$ cat src/rtl/touch_scan_pkg.sv
package touch_scan_pkg;
  localparam int unsigned NCH        = 8;
  localparam int unsigned CH_W       = 3;
  localparam int unsigned CMD_W      = 8;
  localparam int unsigned RX_W       = 16;
  localparam int unsigned DATA_W     = 12;
  localparam int unsigned FRAME_BITS = CMD_W + RX_W;

  typedef enum logic [2:0] {
    ST_IDLE, ST_PICK, ST_RUN, ST_RES, ST_FIN
  } scan_st_e;

  function automatic logic [CMD_W-1:0] mk_cmd(input logic [CH_W-1:0] ch,
                                              input logic last,
                                              input logic int_ref);
    logic se;
    se = (ch == 3'd0) || (ch == 3'd2) || (ch == 3'd6) || (ch == 3'd7);
    return {1'b1, ch, 1'b0, se, se & int_ref & ~last, ~last};
  endfunction
endpackage

$ cat src/rtl/touch_spi_frame.sv
module touch_spi_frame import touch_scan_pkg::*; #(
  parameter int unsigned SCLK_DIV = 4
) (
  input  logic             clk_i,
  input  logic             rst_ni,
  input  logic             go_i,
  input  logic [CMD_W-1:0] cmd_i,
  input  logic             miso_i,
  output logic             sclk_o,
  output logic             mosi_o,
  output logic             done_o,
  output logic [RX_W-1:0]  rx_o
);
  localparam int unsigned HALF = SCLK_DIV / 2;
  localparam int unsigned HC_W = $clog2(HALF) + 1;

  logic                  active_q;
  logic [FRAME_BITS-1:0] tx_q;
  logic [RX_W-1:0]       rx_q;
  logic [4:0]            bit_q;
  logic [HC_W-1:0]       hc_q;
  logic                  sclk_q;
  logic                  done_q;

  always_ff @(posedge clk_i or negedge rst_ni) begin
    if (!rst_ni) begin
      active_q <= 1'b0;
      tx_q     <= '0;
      rx_q     <= '0;
      bit_q    <= '0;
      hc_q     <= '0;
      sclk_q   <= 1'b0;
      done_q   <= 1'b0;
    end else begin
      done_q <= 1'b0;
      if (!active_q) begin
        if (go_i) begin
          active_q <= 1'b1;
          tx_q     <= {cmd_i, {RX_W{1'b0}}};
          bit_q    <= '0;
          hc_q     <= '0;
          sclk_q   <= 1'b0;
        end
      end else if (hc_q == HC_W'(HALF - 1)) begin
        hc_q <= '0;
        if (!sclk_q) begin
          sclk_q <= 1'b1;
          rx_q   <= {rx_q[RX_W-2:0], miso_i};
        end else begin
          sclk_q <= 1'b0;
          if (bit_q == 5'(FRAME_BITS - 1)) begin
            active_q <= 1'b0;
            done_q   <= 1'b1;
          end else begin
            bit_q <= bit_q + 5'd1;
            tx_q  <= {tx_q[FRAME_BITS-2:0], 1'b0};
          end
        end
      end else begin
        hc_q <= hc_q + HC_W'(1);
      end
    end
  end

  assign sclk_o = sclk_q;
  assign mosi_o = tx_q[FRAME_BITS-1];
  assign done_o = done_q;
  assign rx_o   = rx_q;
endmodule

$ cat src/rtl/touch_chan_cfg.sv
module touch_chan_cfg import touch_scan_pkg::*; #(
  parameter int unsigned SET_W  = 16,
  parameter int unsigned OVS_W  = 4,
  parameter int unsigned BIT_NS = 32,
  parameter int unsigned CNT_W  = 17
) (
  input  logic [NCH-1:0]       mask_i,
  input  logic [NCH*SET_W-1:0] settle_ns_i,
  input  logic [NCH*OVS_W-1:0] ovs_ratio_i,
  output logic [CH_W-1:0]      ch_o,
  output logic [NCH-1:0]       rest_o,
  output logic [CNT_W-1:0]     skip_o,
  output logic [CNT_W-1:0]     total_o,
  output logic [OVS_W-1:0]     ovs_o
);
  logic [SET_W-1:0] settle;
  logic [OVS_W-1:0] ovs;
  logic [31:0]      bits, skip;

  always_comb begin
    ch_o = '0;
    for (int i = NCH - 1; i >= 0; i--) begin
      if (mask_i[i]) ch_o = CH_W'(i);
    end
    rest_o       = mask_i;
    rest_o[ch_o] = 1'b0;
  end

  assign settle  = settle_ns_i[int'(ch_o)*SET_W +: SET_W];
  assign ovs     = ovs_ratio_i[int'(ch_o)*OVS_W +: OVS_W];
  assign ovs_o   = (ovs == '0) ? OVS_W'(1) : ovs;
  assign bits    = (32'(settle) + 32'(BIT_NS) - 32'd1) / 32'(BIT_NS);
  assign skip    = (bits + 32'(FRAME_BITS) - 32'd1) / 32'(FRAME_BITS);
  assign skip_o  = skip[CNT_W-1:0];
  assign total_o = skip_o + CNT_W'(ovs_o);
endmodule

$ cat src/rtl/touch_avg.sv
module touch_avg import touch_scan_pkg::*; #(
  parameter int unsigned OVS_W = 4
) (
  input  logic              clk_i,
  input  logic              rst_ni,
  input  logic              clr_i,
  input  logic              add_i,
  input  logic [DATA_W-1:0] data_i,
  input  logic [OVS_W-1:0]  cnt_i,
  output logic [DATA_W-1:0] avg_o
);
  localparam int unsigned ACC_W = DATA_W + OVS_W;

  logic [ACC_W-1:0] acc_q, num, quo;

  always_ff @(posedge clk_i or negedge rst_ni) begin
    if (!rst_ni)     acc_q <= '0;
    else if (clr_i)  acc_q <= '0;
    else if (add_i)  acc_q <= acc_q + ACC_W'(data_i);
  end

  assign num   = acc_q + ACC_W'(cnt_i) - ACC_W'(1);
  assign quo   = num / ACC_W'(cnt_i);
  assign avg_o = quo[DATA_W-1:0];
endmodule

$ cat src/rtl/touch_scan_seq.sv
module touch_scan_seq import touch_scan_pkg::*; #(
  parameter int unsigned CLK_NS   = 8,
  parameter int unsigned SCLK_DIV = 4,
  parameter int unsigned SET_W    = 16,
  parameter int unsigned OVS_W    = 4
) (
  input  logic                  clk_i,
  input  logic                  rst_ni,
  input  logic                  start_i,
  input  logic [NCH-1:0]        chan_mask_i,
  input  logic [NCH*SET_W-1:0]  settle_ns_i,
  input  logic [NCH*OVS_W-1:0]  ovs_ratio_i,
  input  logic                  int_ref_i,
  output logic                  sclk_o,
  output logic                  cs_no,
  output logic                  mosi_o,
  input  logic                  miso_i,
  output logic                  res_valid_o,
  output logic [CH_W-1:0]       res_chan_o,
  output logic [DATA_W-1:0]     res_data_o,
  output logic                  done_o
);
  localparam int unsigned BIT_NS = CLK_NS * SCLK_DIV;
  localparam int unsigned CNT_W  = SET_W + 1;

  scan_st_e          st_q;
  logic [NCH-1:0]    pend_q, pick_rest;
  logic [CH_W-1:0]   ch_q, pick_ch;
  logic [CNT_W-1:0]  skip_q, total_q, idx_q, pick_skip, pick_total;
  logic [OVS_W-1:0]  ovs_q, pick_ovs;
  logic              ref_q, go_q, cs_n_q, valid_q, done_q;
  logic [CMD_W-1:0]  cmd_q;
  logic [CH_W-1:0]   rchan_q;
  logic [DATA_W-1:0] rdata_q, avg;
  logic              frm_done;
  logic [RX_W-1:0]   frm_rx;
  logic              avg_clr, avg_add;

  touch_chan_cfg #(.SET_W(SET_W), .OVS_W(OVS_W), .BIT_NS(BIT_NS), .CNT_W(CNT_W)) cfg_i (
    .mask_i(pend_q), .settle_ns_i(settle_ns_i), .ovs_ratio_i(ovs_ratio_i),
    .ch_o(pick_ch), .rest_o(pick_rest), .skip_o(pick_skip),
    .total_o(pick_total), .ovs_o(pick_ovs)
  );

  touch_spi_frame #(.SCLK_DIV(SCLK_DIV)) frm_i (
    .clk_i(clk_i), .rst_ni(rst_ni), .go_i(go_q), .cmd_i(cmd_q),
    .miso_i(miso_i), .sclk_o(sclk_o), .mosi_o(mosi_o),
    .done_o(frm_done), .rx_o(frm_rx)
  );

  assign avg_clr = (st_q == ST_PICK);
  assign avg_add = (st_q == ST_RUN) && frm_done && (idx_q >= skip_q);

  touch_avg #(.OVS_W(OVS_W)) avg_i (
    .clk_i(clk_i), .rst_ni(rst_ni), .clr_i(avg_clr), .add_i(avg_add),
    .data_i(frm_rx[14:3]), .cnt_i(ovs_q), .avg_o(avg)
  );

  always_ff @(posedge clk_i or negedge rst_ni) begin
    if (!rst_ni) begin
      st_q    <= ST_IDLE;
      pend_q  <= '0;
      ch_q    <= '0;
      skip_q  <= '0;
      total_q <= '0;
      idx_q   <= '0;
      ovs_q   <= OVS_W'(1);
      ref_q   <= 1'b0;
      go_q    <= 1'b0;
      cmd_q   <= '0;
      cs_n_q  <= 1'b1;
      valid_q <= 1'b0;
      rchan_q <= '0;
      rdata_q <= '0;
      done_q  <= 1'b0;
    end else begin
      go_q    <= 1'b0;
      valid_q <= 1'b0;
      done_q  <= 1'b0;
      unique case (st_q)
        ST_IDLE: if (start_i) begin
          if (|chan_mask_i) begin
            pend_q <= chan_mask_i;
            ref_q  <= int_ref_i;
            cs_n_q <= 1'b0;
            st_q   <= ST_PICK;
          end else begin
            done_q <= 1'b1;
          end
        end
        ST_PICK: begin
          ch_q    <= pick_ch;
          skip_q  <= pick_skip;
          total_q <= pick_total;
          ovs_q   <= pick_ovs;
          pend_q  <= pick_rest;
          idx_q   <= '0;
          go_q    <= 1'b1;
          cmd_q   <= mk_cmd(pick_ch, pick_total == CNT_W'(1), ref_q);
          st_q    <= ST_RUN;
        end
        ST_RUN: if (frm_done) begin
          if (idx_q == total_q - CNT_W'(1)) begin
            st_q <= ST_RES;
          end else begin
            idx_q <= idx_q + CNT_W'(1);
            go_q  <= 1'b1;
            cmd_q <= mk_cmd(ch_q, (idx_q + CNT_W'(2)) == total_q, ref_q);
          end
        end
        ST_RES: begin
          valid_q <= 1'b1;
          rchan_q <= ch_q;
          rdata_q <= avg;
          st_q    <= (|pend_q) ? ST_PICK : ST_FIN;
        end
        ST_FIN: begin
          cs_n_q <= 1'b1;
          done_q <= 1'b1;
          st_q   <= ST_IDLE;
        end
        default: st_q <= ST_IDLE;
      endcase
    end
  end

  assign cs_no       = cs_n_q;
  assign res_valid_o = valid_q;
  assign res_chan_o  = rchan_q;
  assign res_data_o  = rdata_q;
  assign done_o      = done_q;
endmodule

$ cat config.mk
export PLATFORM = sky130hd
export DESIGN_NAME = touch_scan_seq
export DESIGN_NICKNAME = d
export VERILOG_FILES = /design/src/rtl/touch_scan_pkg.sv /design/src/rtl/touch_spi_frame.sv /design/src/rtl/touch_chan_cfg.sv /design/src/rtl/touch_avg.sv /design/src/rtl/touch_scan_seq.sv
export SDC_FILE = /design/constraint.sdc
export NUM_CORES = 1
export LEC_CHECK = 0
export BUFFER_PORTS_ARGS = -buffer_cell sky130_fd_sc_hd__buf_2
export CAP_MARGIN = 40
export CORE_MARGIN = 5
export CORE_UTILIZATION = 36
export DETAILED_ROUTE_END_ITERATION = 7
export GPL_TIMING_DRIVEN = 0
export SYNTH_ARGS = -nofsm -noshare
export SYNTH_HDL_FRONTEND = slang
export SYNTH_SLANG_ARGS = --single-unit
$ cat constraint.sdc
create_clock -name clk_i -period 63.8 [get_ports clk_i]
set_clock_uncertainty 0.05 [all_clocks]
set_input_delay 3.19 -clock clk_i [delete_from_list [all_inputs] [get_ports clk_i]]
set_output_delay 3.19 -clock clk_i [all_outputs]
set_load 0.01 [all_outputs]
* Word level (Yosys, flattened, before mapping) *
Index checks and enable logic that the tools add are counted.

word-level totals
  register bits = 162
  logic and storage cells = 167
  input port bits = 173

operators by class
  order comparisons = 3
  eq/ne operators = 23
  reduce and logical (&&, ||, !) cells = 28
  add/subtract/negate cells = 13
  bitwise operators = 9
  divide/modulo/power cells = 2
  shift-type cells = 2
  mux-type cells = 64

operators by type and width
  kind                                                   count
  variable part select 128 x 8 -> 16 bit                 1
  2-to-1 mux 24 bit                                      5
  subtractor 32 x 1 -> 32 bit (second input constant)    2
  2-to-1 mux 3 bit                                       13
  equality test 17 bit                                   2
  2-to-1 mux 17 bit                                      2
  one-hot mux 17 bit (2 select lines)                    1
  divider 32 x 5 -> 32 bit (second input constant)       1
  2-to-1 mux 16 bit                                      2
  2-to-1 mux 8 bit                                       4
  one-hot mux 8 bit (2 select lines)                     2
  variable part select 32 x 6 -> 4 bit                   1
  adder 27 x 5 -> 28 bit (second input constant)         1
  2-to-1 mux 5 bit                                       5
  2-to-1 mux 1 bit                                       21
  adder 16 x 6 -> 17 bit (second input constant)         1
  adder 17 x 1 -> 17 bit (second input constant)         1
  adder 17 x 2 -> 17 bit (second input constant)         1
  adder 17 x 4 -> 17 bit                                 1
  equality test 17 x 1 -> 1 bit (second input constant)  1
  >= comparator 17 bit                                   1
  subtractor 17 x 1 -> 17 bit (second input constant)    1
  adder 16 x 12 -> 16 bit                                1
  adder 16 x 4 -> 16 bit                                 1
  31 further kinds                                       72

* Longest topological paths before layout *
Gate-level depths: netlist of the first run.

  depth in word-level cells = 19
  gate-level depth with buffers = 161
  mapped depth without buffers = 158

* Modules after synthesis *
A second synthesis of the first run with hierarchy kept.

unflattened totals
  cells, all modules = 2084
  area, all modules = 16709.8 um^2

modules (own cells, without submodules)
  module           instances  seq. area each (um^2)  cells an instance  area an instance (um^2)
  touch_avg        1          400.4                  905                6681.4
  touch_scan_seq   1          2404.8                 635                5452.7
  touch_chan_cfg   1          0.0                    425                3055.4
  touch_spi_frame  1          850.8                  119                1520.2

* Worst setup path before layout of the first run *
No wires, ideal clock.

  path type = reg-to-reg
  start point = register ovs_q[0]
  end point = register rdata_q[0], in the netlist res_data_o[0]
  buffers on the path = 5
  data arrival time = 32.134 ns
  stages on the path, launching flop included = 149
  required time = 63.614 ns
  period minus slack after synthesis = 32.320 ns
  setup slack = 31.480 ns
  cell sequence = dfstp_2 > inv_1 > ha_1 > inv_1 > ha_1 > fa_1 > a211oi_1 > o21ai_0 > and4_2 > or3_4 > nand2_1 > ha_1 > nand2_1 > and3_4 > a21oi_1 > ha_1 > o21a_1 > o21ai_0 > [... 113 more ...] > nand2_4 > a21oi_1 > ha_1 > o21a_1 > o21a_1 > o21a_1 > or3b_2 > nor4b_4 > mux2i_1 > ha_1 > a21oi_1 > nor2b_1 > o21ai_0 > nand3_1 > a31o_2 > or4_2 > a2111oi_0 > a31oi_1

on the way
  longest elaborated chain between the ends = 3

ends and longest elaborated chain
  element                       line                   text
  start, declared               touch_scan_seq.sv:30   logic [OVS_W-1:0] ovs_q, pick_ovs;
  start signal, assigned        touch_scan_seq.sv:95   ovs_q <= pick_ovs;
  adder 16 x 4 -> 16 bit        touch_avg.sv:22        assign num = acc_q + ACC_W'(cnt_i) - ACC_W'(1);
  subtractor 16 x 1 -> 16 bit   touch_avg.sv:22
  divider 16 x 4 -> 16 bit (*)  touch_avg.sv:23        assign quo = num / ACC_W'(cnt_i);
  end signal, assigned          touch_scan_seq.sv:114  rdata_q <= avg;
  end, declared                 touch_scan_seq.sv:34   logic [DATA_W-1:0] rdata_q, avg;

Every way passes the cells marked *; elsewhere a longest branch is shown, timed or not.
A chain may end at the register's enable or synchronous reset.

* Worst setup path after layout of the first run *
Same ends and word-level chain as after synthesis.

==> results of run 1 <==
==> per-stage QoR <==
| step | utilization, % | hold slack, ns | cells |
|---|---|---|---|
| floorplan | - | 0.388 | 1978 |
| global placement | 40.4 | 0.408 | 2755 |
| detailed placement | 40.8 | 0.414 | 2767 |
| CTS | 42.2 | 0.432 | 2799 |
| global route | 42.2 | 0.451 | 2799 |
| finish | 42.2 | 0.423 | 2799 |
==> worst max-delay path: cells and delay by family, from the launching register on <==
family | cells | cell delay (ns)
and+or+nand+nor | 55 | 13.96
muxes | 3 | 0.93
AOI/OAI and AO/OA | 60 | 13.65
buffers and inverters | 9 | 2.51
DFF | 1 | 0.39
adders and majority gates | 20 | 5.94
==> worst min-delay path by stage <==
stage | end | from | cells past startpoint
finish | res_chan_o[0]$_DFFE_PN0P_ | res_chan_o[0]$_DFFE_PN0P_ | 2
global route | res_data_o[6]$_DFFE_PN0P_ | res_data_o[6]$_DFFE_PN0P_ | 2
CTS | res_chan_o[0]$_DFFE_PN0P_ | res_chan_o[0]$_DFFE_PN0P_ | 2
detailed placement | cs_no$_DFFE_PN1P_ | cs_no$_DFFE_PN1P_ | 2
global placement | res_data_o[9]$_DFFE_PN0P_ | res_data_o[9]$_DFFE_PN0P_ | 2
floorplan | cmd_q[7]$_DFFE_PN0P_ | cmd_q[7]$_DFFE_PN0P_ | 1
==> cells in the mapped netlist, types with 8 or more instances <==
library cell,instances
o211ai_1,20
a2111oi_0,9
and3_1,12
o31ai_1,15
and2_1,16
buf_1,8
nand3b_1,8
clkbuf_1,56
o221ai_1,8
a21oi_1,102
o21ai_0,126
a21o_1,28
xor2_1,59
nand3_1,57
or3_1,22
ha_1,122
nand2b_1,13
mux2i_1,24
nand2_1,202
or2_2,18
a221o_1,11
mux2_2,38
xnor2_1,89
dfrtp_1,143
a31oi_1,15
o21bai_1,8
o21ai_1,9
inv_1,111
nor3_1,65
nand4_1,25
o22ai_1,17
a211oi_1,56
nor4_1,34
o21a_1,39
nor2b_1,14
nor2_1,181
or4_1,10
==> per-layer routing <==
metal  vias up  part of all wire, %
met1      7488                   45
met5         -                0.027
met3        59                  4.4
met2       410                   48
li1       7737                    -
met4         2                  2.0
==> logic make-up after synthesis <==
| logic type | count (synthesis) |
|---|---|
| fa+ha+maj | 128 |
| mux | 65 |
| compound gates | 559 |
| buf+inv | 184 |
| xor+xnor | 149 |
| simple gates | 748 |
| flops | 145 |
==> final cells by class <==
| type | count | area (um2) | area share, % |
|---|---|---|---|
| Inverter | 112 | 420 | 2.31 |
| Clock buffer | 17 | 425 | 2.33 |
| Multi-Input combinational cell | 1649 | 11400 | 62.5 |
| Tap cell | 585 | 732 | 4.01 |
| Buffer | 72 | 325 | 1.78 |
| Timing Repair Buffer | 204 | 1100 | 6.02 |
| Clock inverter | 15 | 205 | 1.13 |
| Sequential cell | 145 | 3630 | 19.9 |
==> registers in the layout, indices dropped and copies added (netlist names), 2 cells and up <==
register,count
avg_i.acc_q,16
frm_i.hc_q,2
total_q,17
ch_q,3
st_q,3
res_chan_o,3
idx_q,17
frm_i.bit_q,5
pend_q,8
frm_i.tx_q,8
frm_i.rx_o,15
ovs_q,4
skip_q,17
res_data_o,12
cmd_q,7
==> run_results.csv, run 1 <==
group,metric,value,unit
placement,pre_cts_ws,26.55,ns
placement,place.gp.congestion,0.883,
detailed_routing,vias_per_cell,5.61,
critical_path,path_common_cell,"o21a_1",
critical_path,regToRegEndpoint,"res_data_o[0]$_DFFE_PN0P_",
clock_tree,cts_tree,"yes",
clock_tree,cts_sinks,145,
floorplanning,ioPinCount,193,
floorplanning,die_height,219,um
placement,io_buffers,192,
timing,fin_crit_sh,58.9,%
detailed_routing,route.detailed.drc,0,
global_routing,grt_pass1_vias,15200,
yosys,ys_async_sr_fraction,100,%
yosys,synth-edff-count,0,
floorplanning,num_rows,76,
yosys,ys_warn_count,0,
min_path,hp-class,"reg -> reg",
timing,tightestPinTransition,0.955,ns
finish,antenna_cells,0,
floorplanning,initial_core_util,36.5,%
yosys,synth_nets,2276,
critical_path,rrSetupSlack,26.21,ns
timing,timing.final.ws_setup,26.21,ns
clock_tree,numCtsBuffers,17,
clock_tree,cts-root-buf,"clkbuf_16",
outcome,status,"finished clean",
yosys,avgSynthCellArea,7.97,um2
yosys,seq_area_frac_synth,23.0,%
yosys,yosysTopAreaCell,"dfrtp_1",
finish,fin_nets,2499,
global_routing,grt_overflow,0,
yosys,syn_area,15800,um2
timing,setup_viol,0,
critical_path,end_kind,"register",
global_routing,grt_pass1_wl,77.3,mm
global_routing,busiest_layer,"met2",
global_routing,antenna_found_initial,1,
clock_tree,clk_path_buf_depth,2,
yosys,synth_fa_ha_area_share,10.3,%
clock_tree,holdBufCountCts,0,
global_routing,grt_use_met1,25.3,%
yosys,synthFlopType,"dfrtp_1",
critical_path,crit_arrival,37.85,ns
clock_tree,clkTransAtPathRegs,0.07,ns
timing,rsz0062_at_grt,"false",
yosys,yosys-top-cells-area,"dfrtp_1, ha_1, xnor2_1",
detailed_routing,ant_nets,0,
clock_tree,ctsResizeCount,0,
finish,final_area,18200,um2
finish,n_fill_cell,4454,
critical_path,r2r-start,"ovs_q[0]$_DFFE_PN1N_",
yosys,synthCells,1978,
floorplanning,coreArea,43200,um2
yosys,synth-xor-area-share,8.37,%
global_routing,met2_usage,34.0,%
finish,areaGrowthSynthToFinish,15.7,%
finish,layout_commonest_cell,"nand2_1",
detailed_routing,drt_wl_total,47.5,mm
placement,hpwlAfterDp,38.5,mm
global_routing,grt_max_degree,67,
clock_tree,clock_latency,0.44,ns
global_routing,gr-usage-met3,2.87,%
timing,slew_headroom,35.8,%
detailed_routing,drtIter0Drc,1134,
timing,timing.fmax,26.6,MHz
yosys,synth_top_family_by_area,"compound AO/OA/AOI/OAI gates",
yosys,synth_compound_area_share,24.7,%
critical_path,critPathLaunch,"ovs_q[0]$_DFFE_PN1N_",
placement,place_area,17600,um2
clock_tree,cts_setup_buffers,0,
job,cap_viol_max_count,0,
critical_path,worstRegToRegCells,147,
yosys,ys_ff_latch,145,
timing,tns,0,ns
yosys,yosysUniqueCellTypes,130,
clock_tree,htreeDepth,4,
critical_path,crit_path_start_kind,"register",
critical_path,critPathRequiredTime,64.05,ns
global_routing,grt_usage,19.4,%
critical_path,worstSetupPathType,"reg -> reg",
yosys,yosys.area_share.simple,24.4,%
critical_path,cp_slowest_cell,"dlygate4sd3_1",
yosys,yosys-mux-area-fraction,4.50,%
floorplanning,dieArea,48100,um2
finish,final_cell_mix,"nand2_1, buf_2, nor2_1",
yosys,synth_top_cell_area_share,22.7,%
detailed_routing,wl_per_cell,17.0,um
timing,hold_viol,0,
detailed_routing,drt_pass1_iterations,5,
critical_path,worst-path-max-fanout,17,
finish,drive_above_1_share,17.4,%
critical_path,cpPeakStageDelay,0.65,ns
floorplanning,die_w,219,um
detailed_routing,vias,15700,
timing,slew_violations,0,
critical_path,crit_end,"res_data_o[0]$_DFFE_PN0P_",
timing,period_needed,37.59,ns
Power of run 1 is not shown: default switching activity piles up to over one toggle a cycle in this logic, so the estimate is an artifact.
==> run 2: changes to the inputs <==
clock period = 37.9 ns   (was 63.8 ns; I/O delays follow)
==> run 2 against run 1 <==
- sequential cell count is the same
- wire length grew 0.52%
- final area grew 1.2%
- setup slack lost 24 ns
- cell count grew 0.46%
- global-route usage is the same
- via count grew 0.24%
- register-to-register slack lost 24 ns
- utilization grew 0.50 points
- worst hold slack is essentially flat
- non-clock buffer count grew 13
- critical path type unchanged
==> run_results.csv, run 2 (synthesis gave the netlist of run 1 again) <==
group,metric,value,unit
min_path,min_to,"res_chan_o[0]$_DFFE_PN0P_",
floorplanning,die_height,219,um
finish,n_fill_cell,4435,
placement,hpwlAfterDp,38.5,mm
placement,place.gp.congestion,0.883,
placement,io_buffers,192,
placement,pre_cts_ws,0.650,ns
placement,place_area,17600,um2
global_routing,grt_pass1_vias,15200,
timing,timing.fmax,28.3,MHz
timing,hold_viol,0,
clock_tree,clock_latency,0.44,ns
finish,layout_commonest_cell,"nand2_1",
detailed_routing,drt_wl_total,47.8,mm
clock_tree,htreeDepth,4,
floorplanning,die_w,219,um
timing,slew_headroom,37.7,%
clock_tree,holdBufCountCts,0,
finish,largestRegisters,"idx_q: 17 flops, skip_q: 17 flops, total_q: 17 flops",
detailed_routing,vias_per_cell,5.60,
critical_path,worstSetupPathType,"reg -> reg",
critical_path,crit_arrival,35.57,ns
critical_path,end_kind,"register",
min_path,hold_path_depth,2,
global_routing,grt_usage,19.4,%
floorplanning,num_rows,76,
finish,fin_nets,2512,
critical_path,crit_path_start_kind,"register",
timing,period_needed,35.31,ns
critical_path,critPathRequiredTime,38.16,ns
global_routing,met2_usage,34.0,%
critical_path,critPathLaunch,"ovs_q[1]$_DFFE_PN0N_",
timing,tightestPinTransition,0.927,ns
outcome,status,"finished clean",
timing,slew_violations,0,
finish,final_area,18500,um2
critical_path,worstRegToRegCells,150,
critical_path,cp_slowest_cell,"dlygate4sd3_1",
min_path,min_from,"res_chan_o[0]$_DFFE_PN0P_",
timing,timing.final.ws_setup,2.59,ns
detailed_routing,drtIter0Drc,1035,
floorplanning,dieArea,48100,um2
critical_path,worst-path-max-fanout,13,
global_routing,gr-usage-met3,2.87,%
critical_path,cpPeakStageDelay,0.67,ns
finish,final_cell_mix,"nand2_1, buf_2, nor2_1",
global_routing,grt_use_met1,25.3,%
clock_tree,cts-root-buf,"clkbuf_16",
critical_path,r2r-start,"ovs_q[1]$_DFFE_PN0N_",
clock_tree,cts_sinks,145,
floorplanning,ioPinCount,193,
detailed_routing,wl_per_cell,17.0,um
clock_tree,cts_tree,"yes",
detailed_routing,vias,15700,
global_routing,antenna_found_initial,1,
min_path,hp-class,"reg -> reg",
global_routing,grt_max_degree,67,
critical_path,regToRegEndpoint,"res_data_o[0]$_DFFE_PN0P_",
detailed_routing,ant_nets,0,
floorplanning,initial_core_util,36.5,%
detailed_routing,drt_pass1_iterations,5,
critical_path,rrSetupSlack,2.59,ns
finish,areaGrowthSynthToFinish,17.0,%
finish,drive_above_1_share,18.7,%
global_routing,grt_overflow,0,
finish,antenna_cells,0,
timing,fin_crit_sh,93.2,%
job,cap_viol_max_count,0,
clock_tree,clkTransAtPathRegs,0.07,ns
detailed_routing,route.detailed.drc,0,
global_routing,grt_pass1_wl,77.3,mm
clock_tree,numCtsBuffers,17,
global_routing,busiest_layer,"met2",
timing,setup_viol,0,
clock_tree,clk_path_buf_depth,2,
floorplanning,coreArea,43200,um2
[run 2: cell types whose count changed in the layout (fill, tap and decap cells not counted), moves of 3 or more]
cell	change
a21oi_1	-3
buf_4	+12
clkinvlp_4	+4
inv_1	-4
o21ai_0	-4
[run 2: what timing repair did]
item,4_1_cts,5_1_grt
setup endpoints to repair,0,2
resized for setup,0,26
setup buffers,0,14
[run 2: layout make-up]
| class | instances | area [um2] | share of cell area [%] |
|---|---|---|---|
| plain buffers | 71 | 315 | 1.71 |
| multi-input cells | 1649 | 11500 | 62.2 |
| inverters | 112 | 435 | 2.36 |
| repair buffers | 218 | 1230 | 6.66 |
| flip-flops and latches | 145 | 3630 | 19.7 |
| clock inverters | 15 | 205 | 1.11 |
| well taps | 585 | 732 | 3.97 |
| clock buffers | 17 | 425 | 2.31 |
[run 2: stage by stage]
step | util [%] | setup TNS, ns | hold slack (ns) | cells
5_1_grt | 42.7 | -0.0416 | 0.451 | 2812
4_1_cts | 42.2 | 0 | 0.432 | 2799
3_3_place_gp | 40.4 | 0 | 0.408 | 2755
2_1_floorplan | - | 0 | 0.388 | 1978
3_5_place_dp | 40.8 | 0 | 0.414 | 2767
6_report | 42.7 | 0 | 0.423 | 2812
[run 2: worst max-delay path: cells and delay by family, from the launching register on]
| family | cells | cell delay (ns) |
|---|---|---|
| and+or+nand+nor | 54 | 13.18 |
| AOI/OAI and AO/OA | 62 | 12.35 |
| adders and majority gates | 20 | 5.81 |
| buffers and inverters | 10 | 2.12 |
| muxes | 4 | 1.18 |
| DFF | 1 | 0.42 |
[run 2: per-layer routing]
metal / wire, um / share of wire [%]
met1: 21600 / 45
met2: 23100 / 48
met3: 2050 / 4.3
met4: 968 / 2.0
met5: 13 / 0.027
[run 2: worst max-delay path by stage]
stage	end	slack, ns	cells past startpoint
6_report	res_data_o[0]$_DFFE_PN0P_	2.59	150
5_1_grt	res_data_o[0]$_DFFE_PN0P_	-0.04	155
4_1_cts	res_data_o[0]$_DFFE_PN0P_	0.45	147
3_5_place_dp	res_data_o[0]$_DFFE_PN0P_	0.65	147
3_3_place_gp	res_data_o[0]$_DFFE_PN0P_	1.07	149
2_1_floorplan	res_data_o[0]$_DFFE_PN0P_	5.58	148
Power of run 2 is left out for the same reason.
